**src/rtl/stq_pkg.sv**
```systemverilog
// Shared types for the pending store buffer.
package stq_pkg;
    // Control sequencer states for fence and atomic handling.
    typedef enum logic [2:0] {
        CTL_IDLE   = 3'd0,
        CTL_FENCE  = 3'd1,
        CTL_FDONE  = 3'd2,
        CTL_ADRAIN = 3'd3,
        CTL_AISSUE = 3'd4
    } ctl_state_e;
endpackage

```
**src/rtl/stq_entries.sv**
```systemverilog
// Circular storage of pending stores.
// Assumes DEPTH is a power of two (at least 2) so that the pointers wrap
// naturally. It supports a push at the tail, an in-place data overwrite
// (merge) at any index, and a pop at the head, all in the same cycle.
module stq_entries #(
    parameter int DEPTH = 4,
    parameter int AW    = 16,
    parameter int DW    = 32,
    localparam int PW   = $clog2(DEPTH),
    localparam int CW   = $clog2(DEPTH + 1)
) (
    input  logic                     clk,
    input  logic                     rst_n,
    input  logic                     push,
    input  logic                     merge,
    input  logic [PW-1:0]            merge_idx,
    input  logic [AW-1:0]            wr_addr,
    input  logic [DW-1:0]            wr_data,
    input  logic                     pop,
    output logic [DEPTH-1:0][AW-1:0] ent_addr,
    output logic [DEPTH-1:0][DW-1:0] ent_data,
    output logic [PW-1:0]            head,
    output logic [CW-1:0]            count,
    output logic                     full,
    output logic                     empty
);
    logic [PW-1:0] tail;

    // Pointer and occupancy bookkeeping.
    always_ff @(posedge clk) begin
        if (!rst_n) begin
            head  <= '0;
            tail  <= '0;
            count <= '0;
        end else begin
            if (push) tail <= tail + 1'b1;
            if (pop)  head <= head + 1'b1;
            count <= count + CW'(push) - CW'(pop);
        end
    end

    // Entry payload writes: a new slot on push, or a data overwrite on merge.
    always_ff @(posedge clk) begin
        if (push) begin
            ent_addr[tail] <= wr_addr;
            ent_data[tail] <= wr_data;
        end
        if (merge) ent_data[merge_idx] <= wr_data;
    end

    assign full  = (count == CW'(DEPTH));
    assign empty = (count == '0);

    p_no_overflow_r7: assert property (@(posedge clk) disable iff (!rst_n)
        push |-> (count < CW'(DEPTH)));
    p_no_underflow_r2: assert property (@(posedge clk) disable iff (!rst_n)
        pop |-> (count != '0));
    p_merge_not_head_r6: assert property (@(posedge clk) disable iff (!rst_n)
        merge |-> (merge_idx != head));
endmodule

```
**src/rtl/stq_match.sv**
```systemverilog
// Address search over the occupied entries.
// It walks from the oldest to the youngest entry, and a later match overrides
// an earlier one, so the reported index is that of the youngest match.
module stq_match #(
    parameter int DEPTH = 4,
    parameter int AW    = 16,
    localparam int PW   = $clog2(DEPTH),
    localparam int CW   = $clog2(DEPTH + 1)
) (
    input  logic [DEPTH-1:0][AW-1:0] ent_addr,
    input  logic [PW-1:0]            head,
    input  logic [CW-1:0]            count,
    input  logic [AW-1:0]            q_addr,
    output logic                     hit,
    output logic [PW-1:0]            idx
);
    logic [PW-1:0] pos;

    // Priority search, with the youngest occupied match winning.
    always_comb begin
        hit = 1'b0;
        idx = head;
        pos = head;
        for (int k = 0; k < DEPTH; k++) begin
            pos = head + PW'(k);
            if ((CW'(k) < count) && (ent_addr[pos] == q_addr)) begin
                hit = 1'b1;
                idx = pos;
            end
        end
    end
endmodule

```
**src/rtl/stq_ctrl.sv**
```systemverilog
// Fence and atomic sequencer.
// It assumes that fence_req and at_req are single-cycle pulses and are never
// raised together; if they are, the atomic request takes priority. New
// requests are taken only while the core is not stalled.
module stq_ctrl #(
    parameter int AW = 16,
    parameter int DW = 32
) (
    input  logic          clk,
    input  logic          rst_n,
    input  logic          fence_req,
    input  logic          at_req,
    input  logic [AW-1:0] at_addr,
    input  logic [DW-1:0] at_data,
    input  logic          buf_empty,
    input  logic          mem_ready,
    output logic          stall,
    output logic          fence_done,
    output logic          at_issue,
    output logic          at_done,
    output logic [AW-1:0] at_addr_q,
    output logic [DW-1:0] at_data_q
);
    import stq_pkg::*;
    ctl_state_e state;
    logic       open_st;

    assign open_st = (state == CTL_IDLE) || (state == CTL_FDONE);

    // State sequencing and capture of the atomic operands.
    always_ff @(posedge clk) begin
        if (!rst_n) begin
            state     <= CTL_IDLE;
            at_addr_q <= '0;
            at_data_q <= '0;
        end else begin
            case (state)
                CTL_FENCE:  if (buf_empty) state <= CTL_FDONE;
                CTL_ADRAIN: if (buf_empty) state <= CTL_AISSUE;
                CTL_AISSUE: if (mem_ready) state <= CTL_IDLE;
                default: begin
                    if (at_req) begin
                        state     <= CTL_ADRAIN;
                        at_addr_q <= at_addr;
                        at_data_q <= at_data;
                    end else if (fence_req) begin
                        state <= CTL_FENCE;
                    end else begin
                        state <= CTL_IDLE;
                    end
                end
            endcase
        end
    end

    assign stall      = !open_st;
    assign fence_done = (state == CTL_FDONE);
    assign at_issue   = (state == CTL_AISSUE);
    assign at_done    = at_issue && mem_ready;

    p_fence_after_empty_r9: assert property (@(posedge clk) disable iff (!rst_n)
        fence_done |-> $past(buf_empty));
    p_atomic_on_empty_r10: assert property (@(posedge clk) disable iff (!rst_n)
        at_issue |-> buf_empty);
endmodule

```
**src/rtl/store_queue.sv**
```systemverilog
// Pending store buffer top.
// It queues core stores, forwards the youngest matching data to loads,
// drains the oldest entry to a ready/valid write port, and sequences fences
// and atomics. In relaxed mode it merges a store into a matching non-head
// entry. It assumes the core honours core_stall and st_ready.
module store_queue #(
    parameter int DEPTH = 4,
    parameter int AW    = 16,
    parameter int DW    = 32
) (
    input  logic          clk,
    input  logic          rst_n,
    input  logic          relaxed_order,
    input  logic          st_valid,
    input  logic [AW-1:0] st_addr,
    input  logic [DW-1:0] st_data,
    output logic          st_ready,
    input  logic          ld_valid,
    input  logic [AW-1:0] ld_addr,
    output logic          ld_hit,
    output logic [DW-1:0] ld_data,
    input  logic          fence_req,
    output logic          fence_done,
    input  logic          at_req,
    input  logic [AW-1:0] at_addr,
    input  logic [DW-1:0] at_data,
    output logic          at_done,
    output logic          core_stall,
    output logic          buf_empty,
    output logic          mem_valid,
    input  logic          mem_ready,
    output logic [AW-1:0] mem_addr,
    output logic [DW-1:0] mem_data,
    output logic          mem_atomic
);
    localparam int PW = $clog2(DEPTH);
    localparam int CW = $clog2(DEPTH + 1);

    logic [DEPTH-1:0][AW-1:0] ent_addr;
    logic [DEPTH-1:0][DW-1:0] ent_data;
    logic [PW-1:0]            head, st_idx, ld_idx;
    logic [CW-1:0]            count;
    logic                     full, st_hit, ld_match, merge_ok;
    logic                     accept, push, merge, pop, at_issue;
    logic [AW-1:0]            at_addr_q;
    logic [DW-1:0]            at_data_q;

    stq_entries #(.DEPTH(DEPTH), .AW(AW), .DW(DW)) u_entries (
        .clk(clk), .rst_n(rst_n), .push(push), .merge(merge),
        .merge_idx(st_idx), .wr_addr(st_addr), .wr_data(st_data), .pop(pop),
        .ent_addr(ent_addr), .ent_data(ent_data), .head(head),
        .count(count), .full(full), .empty(buf_empty)
    );

    stq_match #(.DEPTH(DEPTH), .AW(AW)) u_st_match (
        .ent_addr(ent_addr), .head(head), .count(count),
        .q_addr(st_addr), .hit(st_hit), .idx(st_idx)
    );

    stq_match #(.DEPTH(DEPTH), .AW(AW)) u_ld_match (
        .ent_addr(ent_addr), .head(head), .count(count),
        .q_addr(ld_addr), .hit(ld_match), .idx(ld_idx)
    );

    stq_ctrl #(.AW(AW), .DW(DW)) u_ctrl (
        .clk(clk), .rst_n(rst_n), .fence_req(fence_req), .at_req(at_req),
        .at_addr(at_addr), .at_data(at_data), .buf_empty(buf_empty),
        .mem_ready(mem_ready), .stall(core_stall), .fence_done(fence_done),
        .at_issue(at_issue), .at_done(at_done),
        .at_addr_q(at_addr_q), .at_data_q(at_data_q)
    );

    // Store intake: merge into a non-head match in relaxed mode, else take a slot.
    always_comb begin
        merge_ok = relaxed_order && st_hit && (st_idx != head);
        st_ready = !core_stall && (merge_ok || !full);
        accept   = st_valid && st_ready;
        push     = accept && !merge_ok;
        merge    = accept && merge_ok;
    end

    // Memory port: the atomic operand when issuing, else the head entry.
    always_comb begin
        mem_atomic = at_issue;
        mem_valid  = at_issue || !buf_empty;
        mem_addr   = at_issue ? at_addr_q : ent_addr[head];
        mem_data   = at_issue ? at_data_q : ent_data[head];
        pop        = !at_issue && !buf_empty && mem_ready;
    end

    // Load forwarding from the youngest matching entry.
    always_comb begin
        ld_hit  = ld_valid && ld_match;
        ld_data = ld_hit ? ent_data[ld_idx] : '0;
    end

    p_hold_head_r11: assert property (@(posedge clk) disable iff (!rst_n)
        (mem_valid && !mem_ready) |=> (mem_valid && $stable(mem_addr) && $stable(mem_data)));
    p_stall_blocks_r9: assert property (@(posedge clk) disable iff (!rst_n)
        core_stall |-> !st_ready);
    p_hit_needs_entry_r3: assert property (@(posedge clk) disable iff (!rst_n)
        ld_hit |-> !buf_empty);
endmodule

```
**config.mk**
```make
export PLATFORM = sky130hd
export DESIGN_NAME = store_queue
export DESIGN_NICKNAME = d
export VERILOG_FILES = /design/src/rtl/stq_pkg.sv /design/src/rtl/stq_entries.sv /design/src/rtl/stq_match.sv /design/src/rtl/stq_ctrl.sv /design/src/rtl/store_queue.sv
export SDC_FILE = /design/constraint.sdc
export NUM_CORES = 1
export LEC_CHECK = 0
export BUFFER_PORTS_ARGS = -buffer_cell sky130_fd_sc_hd__buf_2
export CORE_MARGIN = 5
export CORE_UTILIZATION = 55
export DETAILED_ROUTE_END_ITERATION = 6
export PLACE_DENSITY = 0.77
export SKIP_LAST_GASP = 1
export SYNTH_ARGS = -nofsm -noshare
export SYNTH_HDL_FRONTEND = slang
export SYNTH_SLANG_ARGS = --single-unit
```
**constraint.sdc**
```tcl
create_clock -name clk -period 6.25 [get_ports clk]
set_input_delay 1.25 -clock clk [delete_from_list [all_inputs] [get_ports clk]]
set_output_delay 1.25 -clock clk [all_outputs]
set_load 0.03 [all_outputs]
```
==> results of run 1 <==
## repair_timing
item                                    CTS  global route
endpoints found under the setup margin    0            19
buffers inserted                          0             1
resized for setup                         0             1
## cells in the final DEF, fill, tap and decap left out, types with 28 or more instances in the layout
| cell type | count |
|---|---|
| a21boi_0 | 48 |
| a22o_1 | 35 |
| buf_2 | 207 |
| clkbuf_16 | 28 |
| dfxtp_1 | 184 |
| edfxtp_1 | 64 |
| mux2_1 | 36 |
| mux2_2 | 107 |
| mux2_4 | 60 |
| mux2i_1 | 56 |
| mux4_2 | 78 |
| nand2_1 | 240 |
| xnor2_1 | 75 |
| xor2_1 | 37 |
## critical path, delay by kind of cell (launching register included)
family                 cells  cell delay, ns
AO/OA/AOI/OAI              3            0.94
XOR/XNOR                   2            0.39
buffers and inverters      2            0.45
flip-flops                 1            0.77
multiplexers               2            0.83
AND/OR/NAND/NOR            2            0.81
## power by group
group	switching [W]	internal, W
Sequential	0.000402	0.00216
Clock	0.000693	0.000892
Combinational	0.00198	0.00177
Total	0.00308	0.00482
## how the worst max path moves through the flow
stage | from | endpoint | depth (start not counted)
2_1_floorplan | ld_addr[7] | ld_data[10] | 10
3_3_place_gp | ld_addr[7] | ld_data[18] | 11
3_5_place_dp | ld_addr[7] | ld_data[30] | 11
4_1_cts | u_entries.head[0] | ld_data[14] | 12
5_1_grt | u_entries.head[1] | ld_data[4] | 12
6_report | u_entries.head[1] | ld_data[4] | 11
## routing by layer
metal	vias up	part of all wire (%)	global-route usage (%)	wire [um]
met4	12	3.2	8.48	1360
li1	5171	-	-	-
met5	-	0.15	0	64
met2	508	48	43.4	20000
met3	97	8.8	5.88	3670
met1	5586	40	34.0	16800
## logic make-up (layout without fill, tap and decap cells)
family | after synthesis | in the layout
compound gates | 156 | 156
buf+inv | 115 | 303
flops | 250 | 250
other cells | 0 | 4
simple gates | 344 | 344
mux | 338 | 338
xor+xnor | 113 | 113
fa+ha+maj | 9 | 9
## through the flow
stage               power, W  hold slack, ns  setup WS [ns]  std cells  utilization (%)
floorplan            0.00537           0.441          0.918       1325                -
global placement     0.00623           0.451          0.608       1801             60.0
detailed placement   0.00630           0.457          0.596       1801             60.0
CTS                  0.00790           0.465         0.0994       1853             63.3
global route         0.00830           0.488        0.00519       1858             63.4
finish               0.00790           0.464          0.191       1858             63.4
## flip-flops by register name, summed over array words and instances, names as in the netlist
name and flops:
u_entries.count 3, u_entries.head 2, u_entries.tail 2, u_ctrl.at_addr_q 16
u_ctrl.state 3, u_entries.ent_data 128, u_entries.ent_addr 64, u_ctrl.at_data_q 32
## area by class of cell
type	instances	share of cell area, %
antenna	4	0.0587
clock buffer	37	4.37
clock inverter	15	0.859
inverter	16	0.352
multi-input combinational	960	51.1
sequential	250	33.2
tap	341	2.50
timing repair buffer	235	7.60
==> key figures, run 1 <==
Floorplanning
  • Initial Utilization: 55.8%
  • FP Rows: 60
  • Die height: 175 um
  • Die W: 175 um
  • Total die area: 30700 um^2
  • Core region area: 26900 um^2
  • I/O pin count: 208

Synthesis
  • Largest family of logic cells by synthesized area: multiplexers
  • Count leader, synth: nand2_1
  • Synthesized instance count: 1325
  • Synth cell count leaders: nand2_1 (241), dfxtp_1 (186), mux2_2 (107)
  • Synth Area in XOR/XNOR: 6.72%
  • Post-Synth Adder-Cell Area: 0.801%
  • Yosys top cell area share: 24.8%
  • Synth area leaders: dfxtp_1 (25%), edfxtp_1 (13%), mux4_2 (12%)
  • Post-Syn Area per Cell: 11.3 um^2
  • Post-Synth Simple-Gate Area: 10.3%
  • Post-Syn Nets: 1454
  • Seq cells post-synth: 250
  • Yosys warns: 0
  • Post-Syn Area: 15000 um^2
  • Dominant cell type by area after synthesis: dfxtp_1
  • Post-synthesis compound-gate area fraction: 7.84%
  • Post-synth ARST share: 0%
  • Multiplexer share of the synthesized area: 32.4%
  • EDFF count, synth: 64
  • Cell variety after synth: 70
  • Main synth FF type: dfxtp_1
  • Seq/Total Area, Yosys: 37.6%

Finish
  • Nets@finish: 1620
  • Area grow syn2layout: 13.7%
  • Register area: 5650 um^2
  • Share of layout cells above drive strength 1: 35.6%
  • Multi-input combinational cell area: 8710 um^2
  • Post-route design area: 17000 um^2
  • Filler instances: 2149

Clocking
  • Hold buffers post-CTS: 0
  • TritonCTS clock tree: done
  • H-tree depth: 1
  • Clock Latency Late Sink: 0.55 ns
  • Clk slew on worst S/H paths: 0.06 ns
  • CTS max path bufs: 3
  • CTS buffer count: 28
  • CTS Sinks: 250
  • Clock root buffer: clkbuf_16

Detailed routing
  • Drt wl/cell: 22.6 um
  • Via count: 11374
  • DRC: 0
  • Drt total wl: 41900 um
  • DRT iter0 DRCs: 768
  • Antenna-violating nets left: 0
  • Drt pass-1 iters: 6
  • Vias per inst: 6.12

Global routing
  • Initial antenna violation count: 10
  • Largest net degree at the start of global routing: 60
  • Vias in the first global route: 11392
  • First-pass GRT wire length: 64100 um
  • GRT overflow: 0
  • Total GRT Usage: 26.1%

Place
  • Placed cell area: 16100 um^2
  • HPWL Detailed: 29600 um
  • Placer Congestion: 0.993
  • # port buffers: 207

Worst setup path
  • WP data arrival: 4.81 ns
  • Cell Chain, Critical Path: mux4_2 > xor2_1 > a2111oi_0 > or4b_1 > nor4_2 > o31ai_2 > xnor2_4 > buf_12 > mux2_1 > a22o_1 > buf_2
  • Worst R2R Setup Slack: 1.34 ns
  • Worst Path Max Fanout: 44
  • R2r startpoint: u_entries.head[1]
  • CP endpoint kind: output pin
  • Reg2Reg Depth: 11
  • Reg2reg end: u_entries.ent_data[27]
  • CP max stage delay: 0.77 ns
  • CP startpoint kind: flip-flop
  • Critical path type: reg -> out
  • Max stage delay cell, worst path: dfxtp_4
  • Critical Path RT: 5.00 ns

Timing
  • Max-slew violations: 0
  • Unrepaired setup endpoints after global routing: no
  • F_max: 165 MHz
  • Final Cycle Share: 96.9%
  • Least-Margin Pin Slew: 1.12 ns
  • Final setup vio count: 0
  • Crit path time final: 6.06 ns
  • Final hold vios: 0
  • Worst slew margin: 25.1%
  • Worst Skew: 0.0127 ns
  • Post-Route Setup TNS: 0 ns

Worst hold path
  • Hold endpoint: u_ctrl.at_data_q[4]
  • Hold WC Path Type: reg -> reg
  • Hold Path Cell Cnt: 2
  • Hold Startpoint: u_ctrl.at_data_q[4]

Outcome
  • Status: finished, final reports clean

Power and ir drop
  • Maximum VDD drop: 346 uV
  • Leakage: 6.72 nW
  • Pwr/cell area: 463 nW/um^2

Flow run
  • Max cap viols: 0
(Power assumes the default switching activity.)
==> inputs of run 2 (changes only) <==
Settings changed: CORE_UTILIZATION 55 to 53, SKIP_CTS_REPAIR_TIMING from default to 1.
Clock period 6.25 ns to 5.44 ns, I/O delays scaled along.
==> key figures, run 2 (synthesized netlist as in run 1, its figures left out) <==
Clocking
  • Clk slew on worst S/H paths: 0.06 ns
  • Clock root buffer: clkbuf_16
  • H-tree depth: 1
  • CTS Sinks: 250
  • TritonCTS clock tree: done
  • CTS buffer count: 28
  • Clock Latency Late Sink: 0.55 ns
  • CTS max path bufs: 3

Power and ir drop
  • Maximum VDD drop: 446 uV
  • Leakage: 7.14 nW
  • Pwr/cell area: 535 nW/um^2

Place
  • Pre-CTS setup slack: 0.219 ns
  • # port buffers: 207
  • HPWL Detailed: 30800 um
  • Placer Congestion: 1.04

Finish
  • Most frequent cells in the layout: nand2_1 (240), buf_2 (193), dfxtp_1 (184)
  • Nets@finish: 1654
  • Biggest regs: u_entries.ent_data (128), u_entries.ent_addr (64), u_ctrl.at_data_q (32)
  • Largest register FFs: 128
  • Most flop-heavy register: u_entries.ent_data
  • Share of layout cells above drive strength 1: 38.5%
  • Commonest non-fill, non-tap cell in the layout: nand2_1
  • Area grow syn2layout: 19.1%

Floorplanning
  • I/O pin count: 208
  • FP Rows: 61
  • Core region area: 27900 um^2
  • Die height: 178 um
  • Total die area: 31800 um^2
  • Die W: 178 um
  • Initial Utilization: 53.8%

Worst setup path
  • CP startpoint kind: flip-flop
  • WP data arrival: 4.38 ns
  • CP endpoint kind: output pin
  • Max stage delay cell, worst path: mux4_2
  • Worst Path Max Fanout: 6
  • Critical path type: reg -> out
  • Critical Path RT: 4.35 ns
  • Cell Chain, Critical Path: buf_8 > buf_6 > mux4_2 > xnor2_2 > nand4_1 > nor4_1 > buf_4 > nor4bb_4 > o31ai_4 > xnor2_4 > buf_12 > buf_12 > mux2_1 > a22o_1 > buf_2
  • CP max stage delay: 0.54 ns
  • Most frequent CP cell: buf_12

Timing
  • Min Hold Slack: 0.467 ns
  • Final Cycle Share: 101%
  • PnR worst setup slack: -0.0297 ns
  • Crit path time final: 5.47 ns
  • Worst Skew: 0.0169 ns
  • Least-Margin Pin Slew: 1.20 ns
  • Final setup vio count: 16
  • Max-slew violations: 0
  • Worst slew margin: 20.2%
  • F_max: 183 MHz
  • Post-Route Setup TNS: -0.272 ns
  • Unrepaired setup endpoints after global routing: yes
  • Final hold vios: 0

Global routing
  • Vias in the first global route: 11293
  • Initial antenna violation count: 8
  • GRT overflow: 0
  • First-pass GRT wire length: 65700 um
  • Total GRT Usage: 26.4%
  • Largest net degree at the start of global routing: 60

Detailed routing
  • Via count: 11670
  • Drt wl/cell: 23.5 um
  • DRT iter0 DRCs: 1097
  • Drt pass-1 iters: 6
  • Drt total wl: 45400 um
  • Antenna-violating nets left: 0
  • DRC: 0
  • Vias per inst: 6.05

Outcome
  • Status: finished with violations
  • Failing checks: negative setup slack

Flow run
  • Max cap viols: 0

Worst hold path
  • Hold WC Path Type: reg -> reg
-- run 2: changes by cell type in the layout (fill, tap and decap cells not counted), moves of 5 or more --
cell | before | now
buf_4 | 23 | 40
buf_6 | 1 | 16
buf_2 | 207 | 193
clkbuf_16 | 28 | 36
buf_12 | 3 | 10
clkbuf_1 | 8 | 2
mux2i_1 | 56 | 50
mux2i_2 | 0 | 6
clkinv_2 | 5 | 10
clkinvlp_4 | 5 | 0
-- run 2: final timing paths --
kind	cells past startpoint	startpoint	end	slack [ns]
max	15	u_entries.head[0]	ld_data[8]	-0.03
min	2	u_ctrl.at_addr_q[5]	u_ctrl.at_addr_q[5]	0.47
max reg2reg	13	u_entries.head[0]	u_entries.ent_data[33]	0.69
min reg2reg	2	u_ctrl.at_addr_q[5]	u_ctrl.at_addr_q[5]	0.47
-- run 2: layout make-up --
| cell class | count | area (um^2) |
|---|---|---|
| fillers | 2153 | 9990 |
| multi-input cells | 960 | 8830 |
| flip-flops and latches | 250 | 5650 |
| repair buffers | 269 | 1880 |
| clock buffers | 33 | 761 |
| well taps | 378 | 473 |
| clock inverters | 18 | 200 |
| inverters | 16 | 60.1 |
| diodes | 5 | 12.5 |
-- run 2: routing by layer --
layer  wire length (um)  vias to the layer above  track usage (%)
met1              18600                     5779             35.8
met5                 34                        -                0
met3               3880                       97             5.02
met2              21300                      555             43.0
li1                   -                     5235                -
met4               1630                        4             8.44
-- run 2: worst max-delay path: cells and delay by family (launching register included) --
family / cells / cell delay, ns
flip-flops: 1 / 0.45
buffers and inverters: 6 / 0.96
multiplexers: 2 / 0.87
AND/OR/NAND/NOR: 3 / 0.70
AO/OA/AOI/OAI: 2 / 0.40
XOR/XNOR: 2 / 0.45
-- run 2: report_power, final --
group | total (W) | internal [W] | switching [W]
logic | 0.00466 | 0.00223 | 0.00243
registers | 0.00293 | 0.00248 | 0.000455
clock network | 0.00197 | 0.00119 | 0.000780
total | 0.00956 | 0.00589 | 0.00366
-- run 2: per-stage QoR --
| stage | std cells | area (um^2) | total power (W) | util, % |
|---|---|---|---|---|
| after floorplan | 1325 | 15000 | 0.00616 | - |
| after global placement | 1846 | 16300 | 0.00716 | 58.4 |
| after detailed placement | 1846 | 16300 | 0.00726 | 58.4 |
| after CTS | 1897 | 17200 | 0.00926 | 61.9 |
| after global routing | 1929 | 17900 | 0.0100 | 64.1 |
| final | 1929 | 17900 | 0.00956 | 64.1 |
